**src/rtl/tun_pkg.sv**
```systemverilog
`timescale 1ns/1ps
package tun_pkg;
  typedef enum logic {SCAN_IR = 1'b0, SCAN_DR = 1'b1} scan_kind_e;
  localparam int unsigned KIND_BITS = 1;
endpackage

```
**src/rtl/tun_hdr_parse.sv**
```systemverilog
`timescale 1ns/1ps
module tun_hdr_parse
  import tun_pkg::*;
#(
  parameter int unsigned LEN_W = 7,
  parameter int unsigned CNT_W = LEN_W + 2
) (
  input  logic             clk_i,
  input  logic             rst_i,
  input  logic             en_i,
  input  logic             capture_i,
  input  logic             shift_i,
  input  logic             tdi_i,
  output scan_kind_e       kind_o,
  output logic [LEN_W-1:0] len_o,
  output logic             pay_o,
  output logic             done_o
);
  localparam int unsigned HDR = KIND_BITS + LEN_W;
  localparam logic [CNT_W-1:0] CNT_MAX = '1;
  localparam logic [CNT_W-1:0] HDR_C = CNT_W'(HDR);

  logic [CNT_W-1:0] cnt_q;
  logic [LEN_W-1:0] len_q;
  scan_kind_e       kind_q;
  logic [CNT_W-1:0] pay_end_w;

  assign pay_end_w = HDR_C + CNT_W'(len_q);

  always_ff @(posedge clk_i) begin
    if (rst_i || (en_i && capture_i)) begin
      cnt_q  <= '0;
      len_q  <= '0;
      kind_q <= SCAN_IR;
    end else if (en_i && shift_i) begin
      if (cnt_q != CNT_MAX) cnt_q <= cnt_q + 1'b1;
      if (cnt_q == '0) kind_q <= scan_kind_e'(tdi_i);
      for (int i = 0; i < int'(LEN_W); i++) begin
        if (cnt_q == CNT_W'(i + 1)) len_q[i] <= tdi_i;
      end
    end
  end

  assign kind_o = kind_q;
  assign len_o  = len_q;
  assign pay_o  = en_i && shift_i && !capture_i && (cnt_q >= HDR_C) && (cnt_q < pay_end_w);
  assign done_o = (len_q != '0) && (cnt_q >= pay_end_w);

  // length field frozen once header is complete
  p_len_frozen_r4: assert property (@(posedge clk_i) disable iff (rst_i)
    (en_i && shift_i && !capture_i && cnt_q >= HDR_C) |=> $stable(len_q));
  // saturated counter stays saturated until capture
  p_cnt_sat_r10: assert property (@(posedge clk_i) disable iff (rst_i)
    (cnt_q == CNT_MAX && !(en_i && capture_i)) |=> (cnt_q == CNT_MAX));
  // scan type only changes on the first bit or at capture
  p_kind_hold_r3: assert property (@(posedge clk_i) disable iff (rst_i)
    (cnt_q != '0 && !(en_i && capture_i)) |=> $stable(kind_q));
endmodule

```
**src/rtl/tun_fwd.sv**
```systemverilog
`timescale 1ns/1ps
module tun_fwd (
  input  logic clk_i,
  input  logic rst_i,
  input  logic pay_i,
  input  logic sh_i,
  input  logic tdi_i,
  input  logic upd_req_i,
  input  logic inner_tdo_i,
  output logic tdo_o,
  output logic inner_tdi_o,
  output logic inner_shift_o,
  output logic inner_update_o
);
  always_ff @(posedge clk_i) begin
    if (rst_i) begin
      tdo_o          <= 1'b0;
      inner_tdi_o    <= 1'b0;
      inner_shift_o  <= 1'b0;
      inner_update_o <= 1'b0;
    end else begin
      if (sh_i) tdo_o <= inner_tdo_i;
      if (pay_i) inner_tdi_o <= tdi_i;
      inner_shift_o  <= pay_i;
      inner_update_o <= upd_req_i;
    end
  end

  // a forwarded bit always comes from a selected shift
  p_fwd_from_shift_r5: assert property (@(posedge clk_i) disable iff (rst_i)
    inner_shift_o |-> $past(sh_i));
endmodule

```
**src/rtl/tunnel_frame_decoder.sv**
```systemverilog
`timescale 1ns/1ps
module tunnel_frame_decoder
  import tun_pkg::*;
#(
  parameter int unsigned OIR_W = 6,
  parameter logic [OIR_W-1:0] TUNNEL_OP = 6'h23,
  parameter int unsigned LEN_W = 7,
  parameter int unsigned CNT_W = LEN_W + 2
) (
  input  logic             clk_i,
  input  logic             rst_i,
  input  logic [OIR_W-1:0] outer_ir_i,
  input  logic             capture_i,
  input  logic             shift_i,
  input  logic             update_i,
  input  logic             tdi_i,
  output logic             tdo_o,
  output logic             inner_tdi_o,
  output logic             inner_shift_o,
  output logic             inner_dr_o,
  output logic             inner_update_o,
  input  logic             inner_tdo_i
);
  logic             sel_w;
  logic             sh_w;
  logic             pay_w;
  logic             done_w;
  logic             upd_req_w;
  logic [LEN_W-1:0] len_w;
  scan_kind_e       kind_w;

  assign sel_w     = (outer_ir_i == TUNNEL_OP);
  assign sh_w      = sel_w && shift_i;
  assign upd_req_w = sel_w && update_i && done_w;

  tun_hdr_parse #(.LEN_W(LEN_W), .CNT_W(CNT_W)) u_hdr (
    .clk_i     (clk_i),
    .rst_i     (rst_i),
    .en_i      (sel_w),
    .capture_i (capture_i),
    .shift_i   (shift_i),
    .tdi_i     (tdi_i),
    .kind_o    (kind_w),
    .len_o     (len_w),
    .pay_o     (pay_w),
    .done_o    (done_w)
  );

  tun_fwd u_fwd (
    .clk_i          (clk_i),
    .rst_i          (rst_i),
    .pay_i          (pay_w),
    .sh_i           (sh_w),
    .tdi_i          (tdi_i),
    .upd_req_i      (upd_req_w),
    .inner_tdo_i    (inner_tdo_i),
    .tdo_o          (tdo_o),
    .inner_tdi_o    (inner_tdi_o),
    .inner_shift_o  (inner_shift_o),
    .inner_update_o (inner_update_o)
  );

  assign inner_dr_o = (kind_w == SCAN_DR);

  // inner update only follows a selected update strobe
  p_upd_src_r6: assert property (@(posedge clk_i) disable iff (rst_i)
    inner_update_o |-> $past(sel_w && update_i));
  // inner update never for a zero length
  p_upd_len_r7: assert property (@(posedge clk_i) disable iff (rst_i)
    inner_update_o |-> ($past(len_w) != '0));
  // no forwarding unless the tunnel opcode is selected
  p_shift_src_r2: assert property (@(posedge clk_i) disable iff (rst_i)
    inner_shift_o |-> $past(sel_w && shift_i));
  // outer TDO holds outside selected shifts
  p_tdo_hold_r8: assert property (@(posedge clk_i) disable iff (rst_i)
    !$past(sel_w && shift_i) |-> $stable(tdo_o));
endmodule

```
**config.mk**
```make
export PLATFORM = sky130hd
export DESIGN_NAME = tunnel_frame_decoder
export DESIGN_NICKNAME = d
export VERILOG_FILES = /design/src/rtl/tun_pkg.sv /design/src/rtl/tun_hdr_parse.sv /design/src/rtl/tun_fwd.sv /design/src/rtl/tunnel_frame_decoder.sv
export SDC_FILE = /design/constraint.sdc
export NUM_CORES = 1
export LEC_CHECK = 0
export BUFFER_PORTS_ARGS = -buffer_cell sky130_fd_sc_hd__buf_2
export CAP_MARGIN = 20
export CELL_PAD_IN_SITES_DETAIL_PLACEMENT = 2
export CELL_PAD_IN_SITES_GLOBAL_PLACEMENT = 2
export CORE_MARGIN = 2
export CORE_UTILIZATION = 39
export CTS_BUF_LIST = sky130_fd_sc_hd__clkbuf_4 sky130_fd_sc_hd__clkbuf_8
export CTS_CLUSTER_DIAMETER = 80
export DETAILED_ROUTE_END_ITERATION = 10
export PLACE_DENSITY = 0.95
export SLEW_MARGIN = 20
export SYNTH_ARGS = -nofsm -noshare
export SYNTH_HDL_FRONTEND = slang
export SYNTH_SLANG_ARGS = --single-unit
```
**constraint.sdc**
```tcl
create_clock -name clk_i -period 3.4 [get_ports clk_i]
set_clock_uncertainty 0.05 [all_clocks]
set_input_delay 0.68 -clock clk_i [delete_from_list [all_inputs] [get_ports clk_i]]
set_output_delay 0.68 -clock clk_i [all_outputs]
set_load 0.1 [all_outputs]
```
## After elaboration in Yosys (flattened, before gate mapping)

Index checks and enable logic that the tools add are counted.

| word-level totals | value |
|---|---|
| register bits after elaboration | 21 |
| input port bits | 13 |
| output and inout bits | 5 |
| word-level logic and storage cells | 48 |

| cells by class | value |
|---|---|
| $add $sub $neg | 2 |
| order comparisons | 3 |
| equal/unequal tests | 9 |
| reductions and logical operators | 21 |

Operators by type and width:

| cell | count |
|---|---|
| 9-bit by 3-bit equality test with 1-bit output, second input constant | 4 |
| 9-bit by 2-bit equality test with 1-bit output, second input constant | 2 |
| 2-bit AND reduction | 9 |
| 9-bit by 1-bit adder with 9-bit output, second input constant | 1 |
| 9-bit by 1-bit equality test with 1-bit output, second input constant | 1 |
| 9-bit by 4-bit >= comparator with 1-bit output, second input constant | 1 |
| 9-bit >= comparator | 1 |
| 9-bit zero test | 1 |
| 9-bit < comparator | 1 |
| 9-bit != test, second input constant | 1 |
| 4-bit by 7-bit adder with 8-bit output, first input constant | 1 |
| 1-bit logical AND | 8 |
| 7-bit nonzero test | 1 |
| 6-bit equality test, second input constant | 1 |
| 1-bit zero test | 1 |
| 1-bit logical OR | 1 |

## Logic depth before layout (Yosys ltp)

Gate-level depths: netlist (run 1).

| depth | value |
|---|---|
| word-level depth | 5 |
| mapped depth | 10 |
| depth with buffers taken out | 9 |

## Modules after synthesis

A second synthesis (run 1) with hierarchy kept.

| unflattened totals | value |
|---|---|
| cells, all modules | 149 |
| area total of the unflattened synthesis | 1313.8 um2 |

Modules (own cells, without submodules):

| module | times used | cells an instance | area an instance (um2) | sequential area each (um2) |
|---|---|---|---|---|
| tun_hdr_parse | 1 | 134 | 1133.6 | 340.3 |
| tun_fwd | 1 | 10 | 120.1 | 80.1 |
| tunnel_frame_decoder | 1 | 5 | 60.1 | 0.0 |

## Worst setup path before layout (run 1)

Ideal clock, no wire load.

| timing path | value |
|---|---|
| kind | reg-to-reg |
| from | reg u_hdr.len_q[5], in the netlist u_hdr.len_o[5] |
| to | reg u_fwd.inner_tdi_o |
| setup time | 0.072 ns |
| arrival | 1.920 ns |
| required time | 3.278 ns |
| setup slack | 1.358 ns |
| cell stages (with the launch flop) | 8 |
| buffers on the path | 0 |
| clock period less this slack | 2.042 ns |
| path through | dfxtp_1 nand3_1 xor2_1 ha_1 a21o_1 a211o_1 a2111oi_2 mux2i_1 |

| between the ends | value |
|---|---|
| word-level cells in the longest chain between the ends | 3 |

Ends and longest elaborated chain:

| what | line | text |
|---|---|---|
| from (decl) | tun_hdr_parse.sv:24 | `logic [LEN_W-1:0] len_q;` |
| from (signal, indexed assignment) | tun_hdr_parse.sv:39 | `if (cnt_q == CNT_W'(i + 1)) len_q[i] <= tdi_i;` |
| 4-bit by 7-bit adder with 8-bit output | tun_hdr_parse.sv:28 | `assign pay_end_w = HDR_C + CNT_W'(len_q);` |
| 9-bit < comparator | tun_hdr_parse.sv:46 | `assign pay_o = en_i && shift_i && !capture_i && (cnt_q >= HDR_C) && (cnt_q < pay_end_w);` |
| 1-bit logical AND | tun_hdr_parse.sv:46 |  |
| to (signal assigned) | tun_fwd.sv:23 | `if (pay_i) inner_tdi_o <= tdi_i;` |
| to (decl) | tun_fwd.sv:11 | `output logic inner_tdi_o,` |

No other way between the ends.
A chain may end at the register's enable or synchronous reset.

## Worst setup path in the final report (run 1)

| timing path | value |
|---|---|
| from | reg u_hdr.cnt_q[1] |
| to | reg u_hdr.cnt_q[7] |

| between the ends | value |
|---|---|
| word-level cells in the longest chain between the ends | 2 |
| elaborated cells on any way between the ends | 3 |
| classes of those cells | add/sub (1); eq/ne (1); reduce/logical (1) |

Ends and longest elaborated chain:

| what | line | text |
|---|---|---|
| from (decl) | tun_hdr_parse.sv:23 | `logic [CNT_W-1:0] cnt_q;` |
| from (signal assigned) | tun_hdr_parse.sv:36 | `if (cnt_q != CNT_MAX) cnt_q <= cnt_q + 1'b1;` |
| parallel branches: the longest is 2 deep, another holds 9-bit by 1-bit adder with 9-bit output | - |  |

Parallel ways; which one is timed is not known.

==> flow_metrics.env, run 1 <==
export IMPL_outcome="completed"
export IMPL_start_util=0.418
export IMPL_syn_area_mm2=0.00130
export IMPL_ys_ff_latch=21
export IMPL_finalPower_uw=409
export IMPL_dpl_cell_count=200
export IMPL_clock_latency_ns=0.34
export IMPL_overflow=0
export IMPL_layout_common_cells="21 x dfxtp_1, 17 x buf_2, 15 x nand2_1, 14 x ha_1, 12 x mux2i_1"
export IMPL_yosysWarnings=0
export IMPL_fin_tns_setup_ns=0
export IMPL_timing_slew_headroom=0.436
export IMPL_finalCoreUtilization=0.465
export IMPL_layout_min_cycle_time_ns=2.82
export IMPL_wire_per_inst_um=19.5
export IMPL_fin_crit_sh=0.831
export IMPL_grt_max_degree=14
export IMPL_dieHeight_um=61.7
export IMPL_clock_sinks=21
export IMPL_grt_use_met1=0.325
export IMPL_crit_arrival_ns=3.04
export IMPL_grt_pass1_wl_um=6330
export IMPL_grt_use_met2=0.392
export IMPL_hold_worst_slack_ns=0.423
export IMPL_peakVddDrop_mv=0.191
export IMPL_row_count=20
export IMPL_syn2layout_area_growth_pct=11.3
export IMPL_critPathKind="flop to flop"
export IMPL_drive_above_1_share=0.150
export IMPL_htreeDepth=1
export IMPL_core_area_mm2=0.00310
export IMPL_drc=0
export IMPL_drv_slew=0
export IMPL_syn_avg_cell_area_um2=9.00
export IMPL_synthCells=144
export IMPL_setup_viol=0
export IMPL_synth_fp_nets=171
export IMPL_dieWidth_um=61.7
export IMPL_drtAntennaViolNets=0
export IMPL_path_max_fanout=13
export IMPL_cp_end_kind="flop"
export IMPL_grt_pass1_vias=1187
export IMPL_slowest_stage="or4_1"
export IMPL_cp_start_kind="flop"
export IMPL_rsz0062_at_grt="false"
export IMPL_io_buffer_count=17
export IMPL_grt_util_met3=0.0294
export IMPL_seq_area_frac_synth=0.324
export IMPL_numCtsBuffers=3
export IMPL_critical_path_cell_chain="ha_1, inv_1, or3_1, nor2_1, ha_1, nor2b_1, nand4_1, or4_1, a21oi_1"
export IMPL_grt_busiest_layer="met2"
export IMPL_fmax_mhz=354
export IMPL_nets=188
export IMPL_die_area_mm2=0.00380
export IMPL_cts_setup_buffers=0
export IMPL_path_common_cell="ha_1"
export IMPL_firstDrtPassIters=4
export IMPL_gr_usage_all_layers=0.240
export IMPL_path_clk_slew_ns=0.14
export IMPL_final_common_cell="dfxtp_1"
export IMPL_finalWirelength_um=3980
export IMPL_finalWeightedCongestion=0.772
export IMPL_hold_path_class="flop to flop"
export IMPL_hold_viol=0
export IMPL_clockBufferDepth=2
export IMPL_worst_pin_slew_ns=0.835
export IMPL_worstPathRequired_ns=3.62
export IMPL_cts_tree="built"
export IMPL_fill_cells=364
export IMPL_cts_resized=0
export IMPL_synth_cell_types=33
export IMPL_holdBufCountCts=0
export IMPL_hpwl_um=2930
export IMPL_cap_violations=0
export IMPL_critPathMaxStageDelay_ns=0.66
export IMPL_vias=1174
export IMPL_io_pins=18
export IMPL_diodes=0
export IMPL_power_density_mw_per_mm2=283
export IMPL_grt_antenna_before_repair=0
export IMPL_p_leak_uw=0.000622
export IMPL_dr_first_iter_drc_count=18
export IMPL_root_buffer="clkbuf_4"
export IMPL_via_per_inst=5.75
export IMPL_instances_no_fill=204
-- per-stage QoR --
step	setup slack, ns	area, um^2
finish	0.576	1440
floorplan	1.36	1300
detailed placement	0.747	1420
global placement	0.912	1420
global route	0.416	1440
CTS	0.591	1440
-- flip-flops by register name, indices dropped and copies added, names as in the netlist --
register and flops:
u_fwd.inner_shift_o 1, u_hdr.cnt_q 9, u_fwd.inner_update_o 1, u_fwd.tdo_o 1
u_hdr.len_o 7, u_hdr.kind_o 1, u_fwd.inner_tdi_o 1
-- layer usage --
| layer | wire (um) | vias up |
|---|---|---|
| met4 | 68 | 0 |
| met2 | 1920 | 22 |
| li1 | - | 561 |
| met3 | 129 | 7 |
| met5 | 0 | - |
| met1 | 1870 | 584 |
-- cell usage after synthesis, drive strengths merged --
library cell / n / area (um^2)
xor2: 2 / 17.5
nor2: 9 / 33.8
or3: 4 / 25.0
o31ai: 2 / 15.0
nand4: 7 / 43.8
o21ai: 4 / 20.0
a41oi: 1 / 8.76
a211o: 1 / 8.76
nand2: 15 / 56.3
or4: 3 / 22.5
a2111oi: 1 / 15.0
nor4b: 1 / 23.8
nand4b: 5 / 43.8
a21oi: 8 / 40.0
nor4bb: 1 / 10.0
and3: 2 / 12.5
a31o: 1 / 8.76
o21a: 2 / 15.0
nor4: 1 / 6.26
clkbuf: 3 / 11.3
dfxtp: 21 / 420
ha: 14 / 175
mux2i: 12 / 120
xnor2: 2 / 17.5
and4b: 1 / 10.0
a21o: 2 / 15.0
o221ai: 1 / 8.76
nor2b: 3 / 18.8
nand2b: 2 / 12.5
inv: 7 / 26.3
nand3: 3 / 15.0
buf: 2 / 10.0
and4: 1 / 8.76
-- final cells by class --
| cell class | count | area, um^2 | share of cell area |
|---|---|---|---|
| sequential | 21 | 420 | 0.291 |
| multi-input combinational | 111 | 828 | 0.574 |
| clock buffer | 3 | 22.5 | 0.0156 |
| tap | 44 | 55.1 | 0.0382 |
| clock inverter | 1 | 5.00 | 0.00347 |
| inverter | 7 | 26.3 | 0.0182 |
| timing repair buffer | 17 | 85.1 | 0.0590 |
-- worst paths after layout --
| check | from | to | slack, ns | depth (start not counted) |
|---|---|---|---|---|
| setup reg to reg | u_hdr.cnt_q[1] | u_hdr.cnt_q[7] | 0.58 | 9 |
| hold reg to reg | u_hdr.kind_o | u_hdr.kind_o | 0.42 | 2 |
| setup / recovery | u_hdr.cnt_q[1] | u_hdr.cnt_q[7] | 0.58 | 9 |
| hold / removal | u_hdr.kind_o | u_hdr.kind_o | 0.42 | 2 |
-- worst max-delay path: cells and delay by family, from the launching register on --
kind	cells	cell delay, ns
AO/OA/AOI/OAI	1	0.16
adder cells (fa/ha/maj)	2	0.45
flip-flops	1	0.40
AND/OR/NAND/NOR	5	1.54
buffers and inverters	1	0.15
-- power breakdown --
part / internal, uW / total [uW] / switching [uW]
Clock: 44.3 / 138 / 94.1
Sequential: 246 / 246 / 0.177
Combinational: 9.05 / 23.8 / 14.7
-- cell families (layout without fill, tap and decap cells) --
group / count (synthesis) / count (layout) / synth area share
AOI/OAI and AO/OA: 23 / 23 / 0.120
xor gates and xnor gates: 4 / 4 / 0.0270
adders and majority gates: 14 / 14 / 0.135
buffers and inverters: 12 / 28 / 0.0367
DFF: 21 / 21 / 0.324
muxes: 12 / 12 / 0.0927
and+or+nand+nor: 58 / 58 / 0.264
Power figures use the tool's default switching activity.
==> run 2: changes to the inputs <==
- CORE_UTILIZATION: 39 -> 36
- PLACE_DENSITY: 0.95 -> 0.89
- clock period: 3.4 -> 2.8 ns (I/O delays scaled with it)
==> run 2 against run 1 <==
Wire length grew 9.7%. Largest power group unchanged. Cell area rose by 3.5%. Critical path depth rose by 2. Sequential power increased by 22%. Clock-buffer cell count up 1. Largest cell class unchanged. Combinational power is 30% higher. Highest routed layer unchanged. Clock power rose by 25%. Setup slack worse by 0.34 ns. Critical endpoint is now u_hdr.cnt_q[1]. Via count rose by 2.9%.
==> flow_metrics.env, run 2 (same netlist as run 1, synthesis figures left out) <==
export IMPL_via_per_inst=5.70
export IMPL_power_frac_comb=0.061
export IMPL_fmax_mhz=390
export IMPL_setup_viol=0
export IMPL_outcome="completed"
export IMPL_worst_pin_slew_ns=0.495
export IMPL_grt_busiest_layer="met2"
export IMPL_numCtsBuffers=3
export IMPL_row_count=21
export IMPL_p_leak_uw=0.000650
export IMPL_p_seq_frac=0.594
export IMPL_path_clk_slew_ns=0.12
export IMPL_hpwl_um=3230
export IMPL_worstPathRequired_ns=2.97
export IMPL_fin_tns_setup_ns=0
export IMPL_wire_per_inst_um=20.6
export IMPL_grt_util_met3=0.0581
export IMPL_drv_slew=0
export IMPL_path_max_fanout=7
export IMPL_r2r_end="u_hdr.cnt_q[1]"
export IMPL_dieWidth_um=64.0
export IMPL_cp_start_kind="flop"
export IMPL_dieHeight_um=64.0
export IMPL_clock_latency_ns=0.33
export IMPL_top_register="u_hdr.cnt_q"
export IMPL_rsz0062_at_grt="false"
export IMPL_worstHoldEndpoint="u_fwd.inner_shift_o"
export IMPL_final_common_cell="dfxtp_1"
export IMPL_timing_slew_headroom=0.666
export IMPL_fin_crit_sh=0.916
export IMPL_vias=1208
export IMPL_dr_first_iter_drc_count=24
export IMPL_grt_pass1_vias=1375
export IMPL_layout_common_cells="21 x dfxtp_1, 17 x buf_2, 15 x nand2_1, 14 x ha_1, 12 x mux2i_1"
export IMPL_reg2regPathDepth=11
export IMPL_finalWirelength_um=4370
export IMPL_hold_viol=0
export IMPL_io_pins=18
export IMPL_io_buffer_count=17
export IMPL_peakVddDrop_mv=0.197
export IMPL_power_switching_uw=126
export IMPL_die_area_mm2=0.00410
export IMPL_grt_antenna_before_repair=0
export IMPL_clockBufferDepth=2
export IMPL_critPathKind="flop to flop"
export IMPL_largest_reg_flops=9
export IMPL_hold_worst_slack_ns=0.427
export IMPL_syn2layout_area_growth_pct=15.2
export IMPL_drc=0
export IMPL_r2r_slack_ns=0.23
export IMPL_cp_end_kind="flop"
export IMPL_core_area_mm2=0.00339
export IMPL_grt_use_met2=0.419
export IMPL_p_clk_frac=0.344
export IMPL_rr_startpoint="u_hdr.cnt_q[1]"
export IMPL_grt_pass1_wl_um=7130
export IMPL_cap_violations=0
export IMPL_start_util=0.382
export IMPL_hold_depth=2
export IMPL_hold_path_class="primary input to flop"
export IMPL_cellInternalPower_uw=377
export IMPL_overflow=0
export IMPL_cts_tree="built"
export IMPL_crit_arrival_ns=2.73
export IMPL_layout_min_cycle_time_ns=2.57
export IMPL_nets=194
export IMPL_finalPower_uw=503
export IMPL_htreeDepth=1
export IMPL_drtAntennaViolNets=0
export IMPL_power_density_mw_per_mm2=337
export IMPL_diodes=0
export IMPL_grt_max_degree=13
export IMPL_switching_share=0.251
export IMPL_min_delay_start="rst_i"
export IMPL_root_buffer="clkbuf_4"
export IMPL_drive_above_1_share=0.181
export IMPL_clock_sinks=21
export IMPL_firstDrtPassIters=4
export IMPL_finalWeightedCongestion=0.793
export IMPL_gr_usage_all_layers=0.235
export IMPL_grt_use_met1=0.263
-- run 2: what timing repair did --
action / in CTS / in global routing
hold buffers: 0 / 0
endpoints found under the setup margin: 0 / 2
gates resized for setup: 0 / 0
buffers inserted: 0 / 3
-- run 2: worst max-delay path by stage --
stage | start | end | slack, ns | cells after the start
6_report | u_hdr.cnt_q[1] | u_hdr.cnt_q[1] | 0.23 | 11
5_1_grt | u_hdr.cnt_q[1] | u_hdr.cnt_q[1] | 0.06 | 11
4_1_cts | u_hdr.cnt_q[1] | u_hdr.cnt_q[7] | 0.13 | 9
3_5_place_dp | u_hdr.cnt_q[1] | u_hdr.cnt_q[7] | 0.20 | 9
3_3_place_gp | u_hdr.cnt_q[1] | u_hdr.cnt_q[7] | 0.43 | 9
2_1_floorplan | u_hdr.len_o[5] | u_fwd.inner_tdi_o | 0.76 | 7
-- run 2: metrics by stage --
step / setup WS [ns] / area [um^2] / utilization / instances
after global placement: 0.429 / 1440 / 0.425 / 205
after detailed placement: 0.199 / 1440 / 0.425 / 205
after floorplan: 0.758 / 1300 / - / 144
after global routing: 0.0564 / 1490 / 0.440 / 212
final: 0.234 / 1490 / 0.440 / 212
after CTS: 0.134 / 1470 / 0.434 / 209
-- run 2: routing by layer --
metal / vias to the layer above / part of all wire / routed length [um]
li1: 574 / - / -
met1: 594 / 0.41 / 1800
met2: 29 / 0.52 / 2290
met3: 11 / 0.038 / 165
met4: 0 / 0.026 / 112
met5: - / 0 / 0
-- run 2: final cells by class --
type	count	area, um^2
multi-input cells	111	828
fillers	366	1900
well taps	46	57.6
inverters	7	26.3
clock buffers	4	30.0
repair buffers	23	130
flip-flops and latches	21	420
-- run 2: worst max-delay path, stage by stage (launching register included) --
cell and delay (ns):
dfxtp_1 0.47, ha_1 0.28, inv_1 0.12, or3_1 0.43, nor2_1 0.13, ha_1 0.16, nor2b_1 0.06, nand4_1 0.20
buf_4 0.19, buf_4 0.12, mux2i_1 0.18, nor2_1 0.06
-- run 2: power groups by stage --
| stage | sequential (uW) | combinational [uW] | clock [uW] |
|---|---|---|---|
| final | 299 | 30.9 | 173 |
| after global routing | 299 | 33.5 | 189 |
| after CTS | 299 | 30.9 | 179 |
| after detailed placement | 306 | 30.4 | 0 |
| after global placement | 306 | 28.2 | 0 |
| after floorplan | 307 | 11.2 | 0 |
